File: src/rtl/fus_pkg.sv
package fus_pkg;

    localparam int DATA_W = 8;

    localparam logic [DATA_W-1:0] CMD_KEY_A   = 8'hAA;
    localparam logic [DATA_W-1:0] CMD_KEY_B   = 8'h55;
    localparam logic [DATA_W-1:0] CMD_PROGRAM = 8'hA0;
    localparam logic [DATA_W-1:0] CMD_ERASE   = 8'h80;
    localparam logic [DATA_W-1:0] CMD_SECTOR  = 8'h30;
    localparam logic [DATA_W-1:0] CMD_BLOCK   = 8'h50;
    localparam logic [DATA_W-1:0] CMD_CHIP    = 8'h10;

    localparam logic [15:0] KEY_ADDR_A = 16'h5555;
    localparam logic [15:0] KEY_ADDR_B = 16'h2AAA;

    typedef enum logic [2:0] {
        ST_IDLE,
        ST_KEY1,
        ST_KEY2,
        ST_PGM_DATA,
        ST_ERS_KEY1,
        ST_ERS_KEY2,
        ST_ERS_FINAL
    } seq_state_e;

    typedef enum logic [1:0] {
        SC_BYTE   = 2'd0,
        SC_SECTOR = 2'd1,
        SC_BLOCK  = 2'd2,
        SC_CHIP   = 2'd3
    } op_scope_e;

    typedef struct packed {
        op_scope_e          scope;
        logic [DATA_W-1:0]  data;
    } op_t;

    function automatic logic is_erase(input op_scope_e s);
        return s != SC_BYTE;
    endfunction

endpackage

File: src/rtl/fus_decoder.sv
module fus_decoder
    import fus_pkg::*;
#(
    parameter int ADDR_W = 16
) (
    input  logic              clk,
    input  logic              rst,
    input  logic              wr_en,
    input  logic [ADDR_W-1:0] wr_addr,
    input  logic [DATA_W-1:0] wr_data,
    input  logic              busy,
    input  logic              mux_mode,
    input  logic              permit,
    output logic              launch,
    output op_t               launch_op,
    output logic [ADDR_W-1:0] launch_addr
);

    localparam logic [ADDR_W-1:0] ADR_A = ADDR_W'(KEY_ADDR_A);
    localparam logic [ADDR_W-1:0] ADR_B = ADDR_W'(KEY_ADDR_B);

    seq_state_e st, st_nxt;
    logic       hit_a, hit_b, on_a;
    logic       found;
    op_scope_e  found_scope;

    assign on_a  = (wr_addr == ADR_A);
    assign hit_a = on_a && (wr_data == CMD_KEY_A);
    assign hit_b = (wr_addr == ADR_B) && (wr_data == CMD_KEY_B);

    always_comb begin
        st_nxt      = st;
        found       = 1'b0;
        found_scope = SC_BYTE;
        if (wr_en && !busy) begin
            st_nxt = ST_IDLE;
            unique case (st)
                ST_IDLE:     if (hit_a) st_nxt = ST_KEY1;
                ST_KEY1:     if (hit_b) st_nxt = ST_KEY2;
                ST_KEY2: begin
                    if (on_a && wr_data == CMD_PROGRAM)    st_nxt = ST_PGM_DATA;
                    else if (on_a && wr_data == CMD_ERASE) st_nxt = ST_ERS_KEY1;
                end
                ST_PGM_DATA: found = 1'b1;
                ST_ERS_KEY1: if (hit_a) st_nxt = ST_ERS_KEY2;
                ST_ERS_KEY2: if (hit_b) st_nxt = ST_ERS_FINAL;
                ST_ERS_FINAL: begin
                    if (wr_data == CMD_SECTOR) begin
                        found       = 1'b1;
                        found_scope = SC_SECTOR;
                    end else if (wr_data == CMD_BLOCK) begin
                        found       = 1'b1;
                        found_scope = SC_BLOCK;
                    end else if (wr_data == CMD_CHIP && on_a && mux_mode) begin
                        found       = 1'b1;
                        found_scope = SC_CHIP;
                    end
                end
                default: st_nxt = ST_IDLE;
            endcase
        end
    end

    assign launch          = found && permit;
    assign launch_op.scope = found_scope;
    assign launch_op.data  = is_erase(found_scope) ? {DATA_W{1'b1}} : wr_data;
    assign launch_addr     = wr_addr;

    always_ff @(posedge clk) begin
        if (rst) st <= ST_IDLE;
        else     st <= st_nxt;
    end

    // the sequencer sits in standby for the whole busy period
    a_r8_idle_while_busy: assert property (@(posedge clk) disable iff (rst)
        busy |-> st == ST_IDLE);

    // a chip-scope launch needs programmer mode
    a_r5_chip_needs_mode: assert property (@(posedge clk) disable iff (rst)
        (launch && launch_op.scope == SC_CHIP) |-> mux_mode);

    // a launch only ever follows a completed sequence
    a_r6_launch_after_seq: assert property (@(posedge clk) disable iff (rst)
        launch |-> (st == ST_PGM_DATA || st == ST_ERS_FINAL));

endmodule

File: src/rtl/fus_busy_timer.sv
module fus_busy_timer
    import fus_pkg::*;
#(
    parameter int ADDR_W    = 16,
    parameter int PROG_CYC  = 200,
    parameter int ERASE_CYC = 50000
) (
    input  logic              clk,
    input  logic              rst,
    input  logic              launch,
    input  op_t               launch_op,
    input  logic [ADDR_W-1:0] launch_addr,
    output logic              busy,
    output logic              done,
    output op_t               cur_op,
    output logic [ADDR_W-1:0] cur_addr
);

    localparam int MAX_CYC = (PROG_CYC > ERASE_CYC) ? PROG_CYC : ERASE_CYC;
    localparam int CNT_W   = $clog2(MAX_CYC + 1);
    localparam logic [CNT_W-1:0] PROG_LOAD  = CNT_W'(PROG_CYC - 1);
    localparam logic [CNT_W-1:0] ERASE_LOAD = CNT_W'(ERASE_CYC - 1);

    logic [CNT_W-1:0] cnt;

    assign done = busy && (cnt == '0);

    always_ff @(posedge clk) begin
        if (rst) begin
            busy     <= 1'b0;
            cnt      <= '0;
            cur_op   <= '0;
            cur_addr <= '0;
        end else if (busy) begin
            if (cnt == '0) busy <= 1'b0;
            else           cnt  <= cnt - 1'b1;
        end else if (launch) begin
            busy     <= 1'b1;
            cnt      <= is_erase(launch_op.scope) ? ERASE_LOAD : PROG_LOAD;
            cur_op   <= launch_op;
            cur_addr <= launch_addr;
        end
    end

    // busy holds until the count is used up
    a_r2_busy_hold: assert property (@(posedge clk) disable iff (rst)
        (busy && cnt != '0) |=> busy);

    // a busy period begins only from a permitted write cycle
    a_r7_start_needs_permit: assert property (@(posedge clk) disable iff (rst)
        $rose(busy) |-> $past(launch));

    // operation parameters are frozen during the busy period
    a_r8_op_frozen: assert property (@(posedge clk) disable iff (rst)
        (busy && !done) |=> ($stable(cur_op) && $stable(cur_addr)));

endmodule

File: src/rtl/fus_status.sv
module fus_status
    import fus_pkg::*;
(
    input  logic              clk,
    input  logic              rst,
    input  logic              rd_en,
    input  logic              busy,
    input  op_t               cur_op,
    input  logic [DATA_W-1:0] arr_rdata,
    output logic [DATA_W-1:0] rd_data
);

    logic tgl;

    always_ff @(posedge clk) begin
        if (rst) begin
            rd_data <= '0;
            tgl     <= 1'b0;
        end else if (rd_en) begin
            if (busy) begin
                rd_data <= {~cur_op.data[DATA_W-1], ~tgl, {(DATA_W-2){1'b0}}};
                tgl     <= ~tgl;
            end else begin
                rd_data <= arr_rdata;
            end
        end
    end

    // each busy read flips the toggle state
    a_r9_toggle_flips: assert property (@(posedge clk) disable iff (rst)
        (rd_en && busy) |=> tgl != $past(tgl));

    // idle reads leave the toggle state untouched
    a_r9_toggle_quiet: assert property (@(posedge clk) disable iff (rst)
        !(rd_en && busy) |=> $stable(tgl));

endmodule

File: src/rtl/flash_unlock_seq.sv
module flash_unlock_seq
    import fus_pkg::*;
#(
    parameter int ADDR_W    = 16,
    parameter int PROG_CYC  = 200,
    parameter int ERASE_CYC = 50000
) (
    input  logic              clk,
    input  logic              rst,
    input  logic              wr_en,
    input  logic [ADDR_W-1:0] wr_addr,
    input  logic [7:0]        wr_data,
    input  logic              rd_en,
    input  logic [ADDR_W-1:0] rd_addr,
    output logic [7:0]        rd_data,
    input  logic              mux_mode,
    input  logic              permit,
    output logic              busy,
    output logic [ADDR_W-1:0] arr_addr,
    input  logic [7:0]        arr_rdata,
    output logic              arr_we,
    output logic [7:0]        arr_wdata,
    output logic              arr_erase,
    output logic [1:0]        arr_scope
);

    logic              launch, done;
    op_t               launch_op, cur_op;
    logic [ADDR_W-1:0] launch_addr, cur_addr;

    fus_decoder #(.ADDR_W(ADDR_W)) u_dec (
        .clk(clk), .rst(rst),
        .wr_en(wr_en), .wr_addr(wr_addr), .wr_data(wr_data),
        .busy(busy), .mux_mode(mux_mode), .permit(permit),
        .launch(launch), .launch_op(launch_op), .launch_addr(launch_addr)
    );

    fus_busy_timer #(
        .ADDR_W(ADDR_W), .PROG_CYC(PROG_CYC), .ERASE_CYC(ERASE_CYC)
    ) u_tmr (
        .clk(clk), .rst(rst),
        .launch(launch), .launch_op(launch_op), .launch_addr(launch_addr),
        .busy(busy), .done(done), .cur_op(cur_op), .cur_addr(cur_addr)
    );

    fus_status u_sts (
        .clk(clk), .rst(rst),
        .rd_en(rd_en), .busy(busy), .cur_op(cur_op),
        .arr_rdata(arr_rdata), .rd_data(rd_data)
    );

    assign arr_addr  = busy ? cur_addr : rd_addr;
    assign arr_we    = done && !is_erase(cur_op.scope);
    assign arr_wdata = arr_rdata & cur_op.data;
    assign arr_erase = done && is_erase(cur_op.scope);
    assign arr_scope = cur_op.scope;

    // at most one commit kind per cycle, and only while busy
    a_r1_commit_exclusive: assert property (@(posedge clk) disable iff (rst)
        $onehot0({arr_we, arr_erase}) && ((arr_we || arr_erase) -> busy));

    // a commit ends the busy period on the next cycle
    a_r2_commit_ends_busy: assert property (@(posedge clk) disable iff (rst)
        (arr_we || arr_erase) |=> !busy);

    // a program commit never sets a bit that the array holds at 0
    a_r3_clear_only: assert property (@(posedge clk) disable iff (rst)
        arr_we |-> ((arr_wdata | arr_rdata) == arr_rdata));

endmodule

File: config.mk
export PLATFORM = sky130hd
export DESIGN_NAME = flash_unlock_seq
export DESIGN_NICKNAME = d
export VERILOG_FILES = /design/src/rtl/fus_pkg.sv /design/src/rtl/fus_decoder.sv /design/src/rtl/fus_busy_timer.sv /design/src/rtl/fus_status.sv /design/src/rtl/flash_unlock_seq.sv
export SDC_FILE = /design/constraint.sdc
export NUM_CORES = 1
export LEC_CHECK = 0
export ABC_AREA = 1
export BUFFER_PORTS_ARGS = -buffer_cell sky130_fd_sc_hd__clkbuf_2
export CORE_ASPECT_RATIO = 2
export CORE_UTILIZATION = 45
export DETAILED_ROUTE_END_ITERATION = 7
export GPL_TIMING_DRIVEN = 0
export PLACE_DENSITY = 0.7
export SLEW_MARGIN = 30
export SYNTH_ARGS = -nofsm -noshare
export SYNTH_HDL_FRONTEND = slang
export SYNTH_SLANG_ARGS = --single-unit
File: constraint.sdc
create_clock -name clk -period 2.52 [get_ports clk]
set_input_delay 0.252 -clock clk [delete_from_list [all_inputs] [get_ports clk]]
set_output_delay 0.252 -clock clk [all_outputs]
set_load 0.02 [all_outputs]
==> results.sh <==
export IMPL_cts_max_level=2
export IMPL_ff_latch_area_um2=1100
export IMPL_grt_use_total_pct=24.7
export IMPL_critPathMaxStageDelay_ns=0.44
export IMPL_async_reset_ff_share_pct=0
export IMPL_antenna_found_initial=0
export IMPL_fp_row_count=43
export IMPL_fillers=731
export IMPL_cellPowerDensity_nw_per_um2=471
export IMPL_place_congestion=0.969
export IMPL_crit_family="buffers and inverters"
export IMPL_multi_input_comb_area_um2=1810
export IMPL_place_area_um2=3810
export IMPL_ys_flop_type="dfxtp_1"
export IMPL_routed_wl_um=9170
export IMPL_avgSynthCellArea_um2=6.18
export IMPL_final_common_cell="nand2_1"
export IMPL_slew_viol_final=0
export IMPL_synth_yosys_warnings=0
export IMPL_drt_pre_antenna_iters=4
export IMPL_hpwl_um=7450
export IMPL_num_antenna_cells=0
export IMPL_ios=91
export IMPL_drc=0
export IMPL_worst_setup_path_start_kind="flip-flop"
export IMPL_worstMarginPinSlew_ns=0.638
export IMPL_grt_pass1_vias=3341
export IMPL_die_w_um=62.1
export IMPL_worstPathCellList="buf_6 -> clkbuf_1 -> clkbuf_1 -> nand2_1 -> nand2_1 -> clkbuf_2"
export IMPL_period_share_pct=88.1
export IMPL_core_region_area_um2=6940
export IMPL_rsz0062_at_grt="false"
export IMPL_status="complete, no violations"
export IMPL_cts_tree="done"
export IMPL_wl_per_cell_um=12.9
export IMPL_timing_critical_path_buf_inv=4
export IMPL_clkSinkCount=55
export IMPL_relSlewSlack_pct=57.5
export IMPL_antenna_left=0
export IMPL_crit_type="flip-flop to primary output"
export IMPL_grt_pass1_wl_um=14600
export IMPL_finalSetupTns_ns=0
export IMPL_drv_cap=0
export IMPL_p_leak_nw=2.06
export IMPL_drtIter0Drc=105
export IMPL_crit_path_max_fanout=10
export IMPL_synth_seq_cells=55
export IMPL_ir_drop_mv=0.379
export IMPL_cts_repair_resized=0
export IMPL_syn_inst=526
export IMPL_ys_seq_area_share_pct=33.9
export IMPL_finalSetupViolCount=0
export IMPL_vias_per_cell=4.98
export IMPL_critical_path_slowest_cell="clkbuf_1"
export IMPL_die_y_um=122
export IMPL_num_vias=3551
export IMPL_port_buffers=89
export IMPL_synthDistinctLibCells=35
export IMPL_postCtsHoldBufs=0
export IMPL_p_total_mw=1.88
export IMPL_synth_edf_count=0
export IMPL_syn_nets=581
export IMPL_final_area_um2=3980
export IMPL_syn_area_um2=3250
export IMPL_clk_pin_slew_worst_paths_ns=0.07
export IMPL_postCtsSetupRepairBufs=0
export IMPL_clockRootBuffer="clkbuf_16"
export IMPL_synthToLayoutAreaGrowth_pct=22.5
export IMPL_hold_slack_ns=0.213
export IMPL_initial_utilization_pct=46.8
export IMPL_grt_overflow=0
export IMPL_final_core_utilization_pct=57.4
export IMPL_dieArea_um2=7590
export IMPL_clk_latency_ns=0.30
export IMPL_final_cell_mix="141 x nand2_1, 100 x nor2_1, 90 x clkbuf_2, 55 x dfxtp_1, 52 x inv_1"
export IMPL_period_needed_ns=2.22
export IMPL_finalNetCount=677
export IMPL_grt_max_degree=19
export IMPL_worst_clock_skew_ns=0.00286
export IMPL_cts_buffer_depth=2
export IMPL_cts_buffers=5
export IMPL_drive_gt1_share_pct=21.3
export IMPL_fmax_mhz=450
export IMPL_hold_viol=0
export IMPL_arrival_ns=1.97
export IMPL_worstHoldPathType="input port to flip-flop"
export IMPL_required_ns=2.27
export IMPL_critPathCaptureType="primary output"
==> worst register-to-register path, delay by kind of cell, from the launching register on <==
family                   cells  cell delay, ns
flip-flops                   1            0.31
buffers and inverters        3            0.32
AO/OA/AOI/OAI                2            0.39
adder cells (fa/ha/maj)      1            0.19
AND/OR/NAND/NOR              4            0.63
==> metal layers <==
metal	global-route usage [%]	routed length, µm	vias up
met3	2.90	337	30
met4	15.6	455	0
met1	22.4	3190	1573
met5	0	0	-
met2	50.4	5180	96
li1	-	-	1852
==> cell type report <==
cell class / count / share of cell area (%)
clock buffers: 5 / 3.14
flip-flops and latches: 55 / 27.7
multi-input cells: 392 / 45.4
repair buffers: 89 / 11.2
plain buffers: 23 / 3.33
well taps: 90 / 2.83
inverters: 56 / 5.28
clock inverters: 3 / 1.19
==> flip-flops by register name, indices dropped and copies added (netlist names) <==
| name | flops |
|---|---|
| u_sts.rd_data | 8 |
| u_tmr.cur_addr | 16 |
| u_tmr.busy | 1 |
| u_tmr.cur_op | 10 |
| u_tmr.cnt | 16 |
| u_dec.st | 3 |
| u_sts.tgl | 1 |
==> through the flow <==
stage          setup slack [ns]  instances
2_1_floorplan             0.780        526
3_3_place_gp              0.602        705
3_5_place_dp              0.581        705
4_1_cts                   0.253        713
5_1_grt                   0.123        713
6_report                  0.300        713
==> cells by family after synthesis <==
| group | share of synthesized area, % |
|---|---|
| compound gates | 10.0 |
| xor+xnor | 1.89 |
| fa+ha+maj | 0.385 |
| buf+inv | 10.5 |
| flops | 33.9 |
| simple gates | 43.3 |
==> final timing paths <==
path	end	start	cells past startpoint	slack, ns
hold reg to reg	u_sts.tgl$_SDFFE_PP0P_	u_sts.tgl$_SDFFE_PP0P_	2	0.47
hold / removal	u_sts.rd_data[2]$_SDFFE_PP0P_	arr_rdata[2]	3	0.21
setup reg to reg	u_tmr.cnt[1]$_SDFFE_PP0P_	u_tmr.cnt[0]$_SDFFE_PP0P_	10	0.59
setup / recovery	arr_addr[13]	u_tmr.busy$_SDFF_PP0_	6	0.30
==> report_power, final <==
part,internal (mW),total [mW],leakage (nW),switching [mW]
clock,0.475,0.809,0.0844,0.334
combinational,0.0681,0.188,1.53,0.120
sequential,0.875,0.879,0.444,0.00354
total,1.42,1.88,2.06,0.458
==> synth_stat cells, drive strengths merged (2+ instances only) <==
cell type	count	share of area [%]
nand2	149	18
clkbuf	12	1.4
xnor2	4	1.1
nand3b	3	0.69
dfxtp	55	34
nand4	10	1.9
o21bai	2	0.46
nor3	15	2.3
buf	11	2.7
inv	55	6.4
nand3	34	5.4
o21ai	27	4.5
nor2	105	13
xor2	3	0.81
nor4	9	1.9
a21oi	25	4.3
Note: power is estimated with default switching activity, not from simulation.
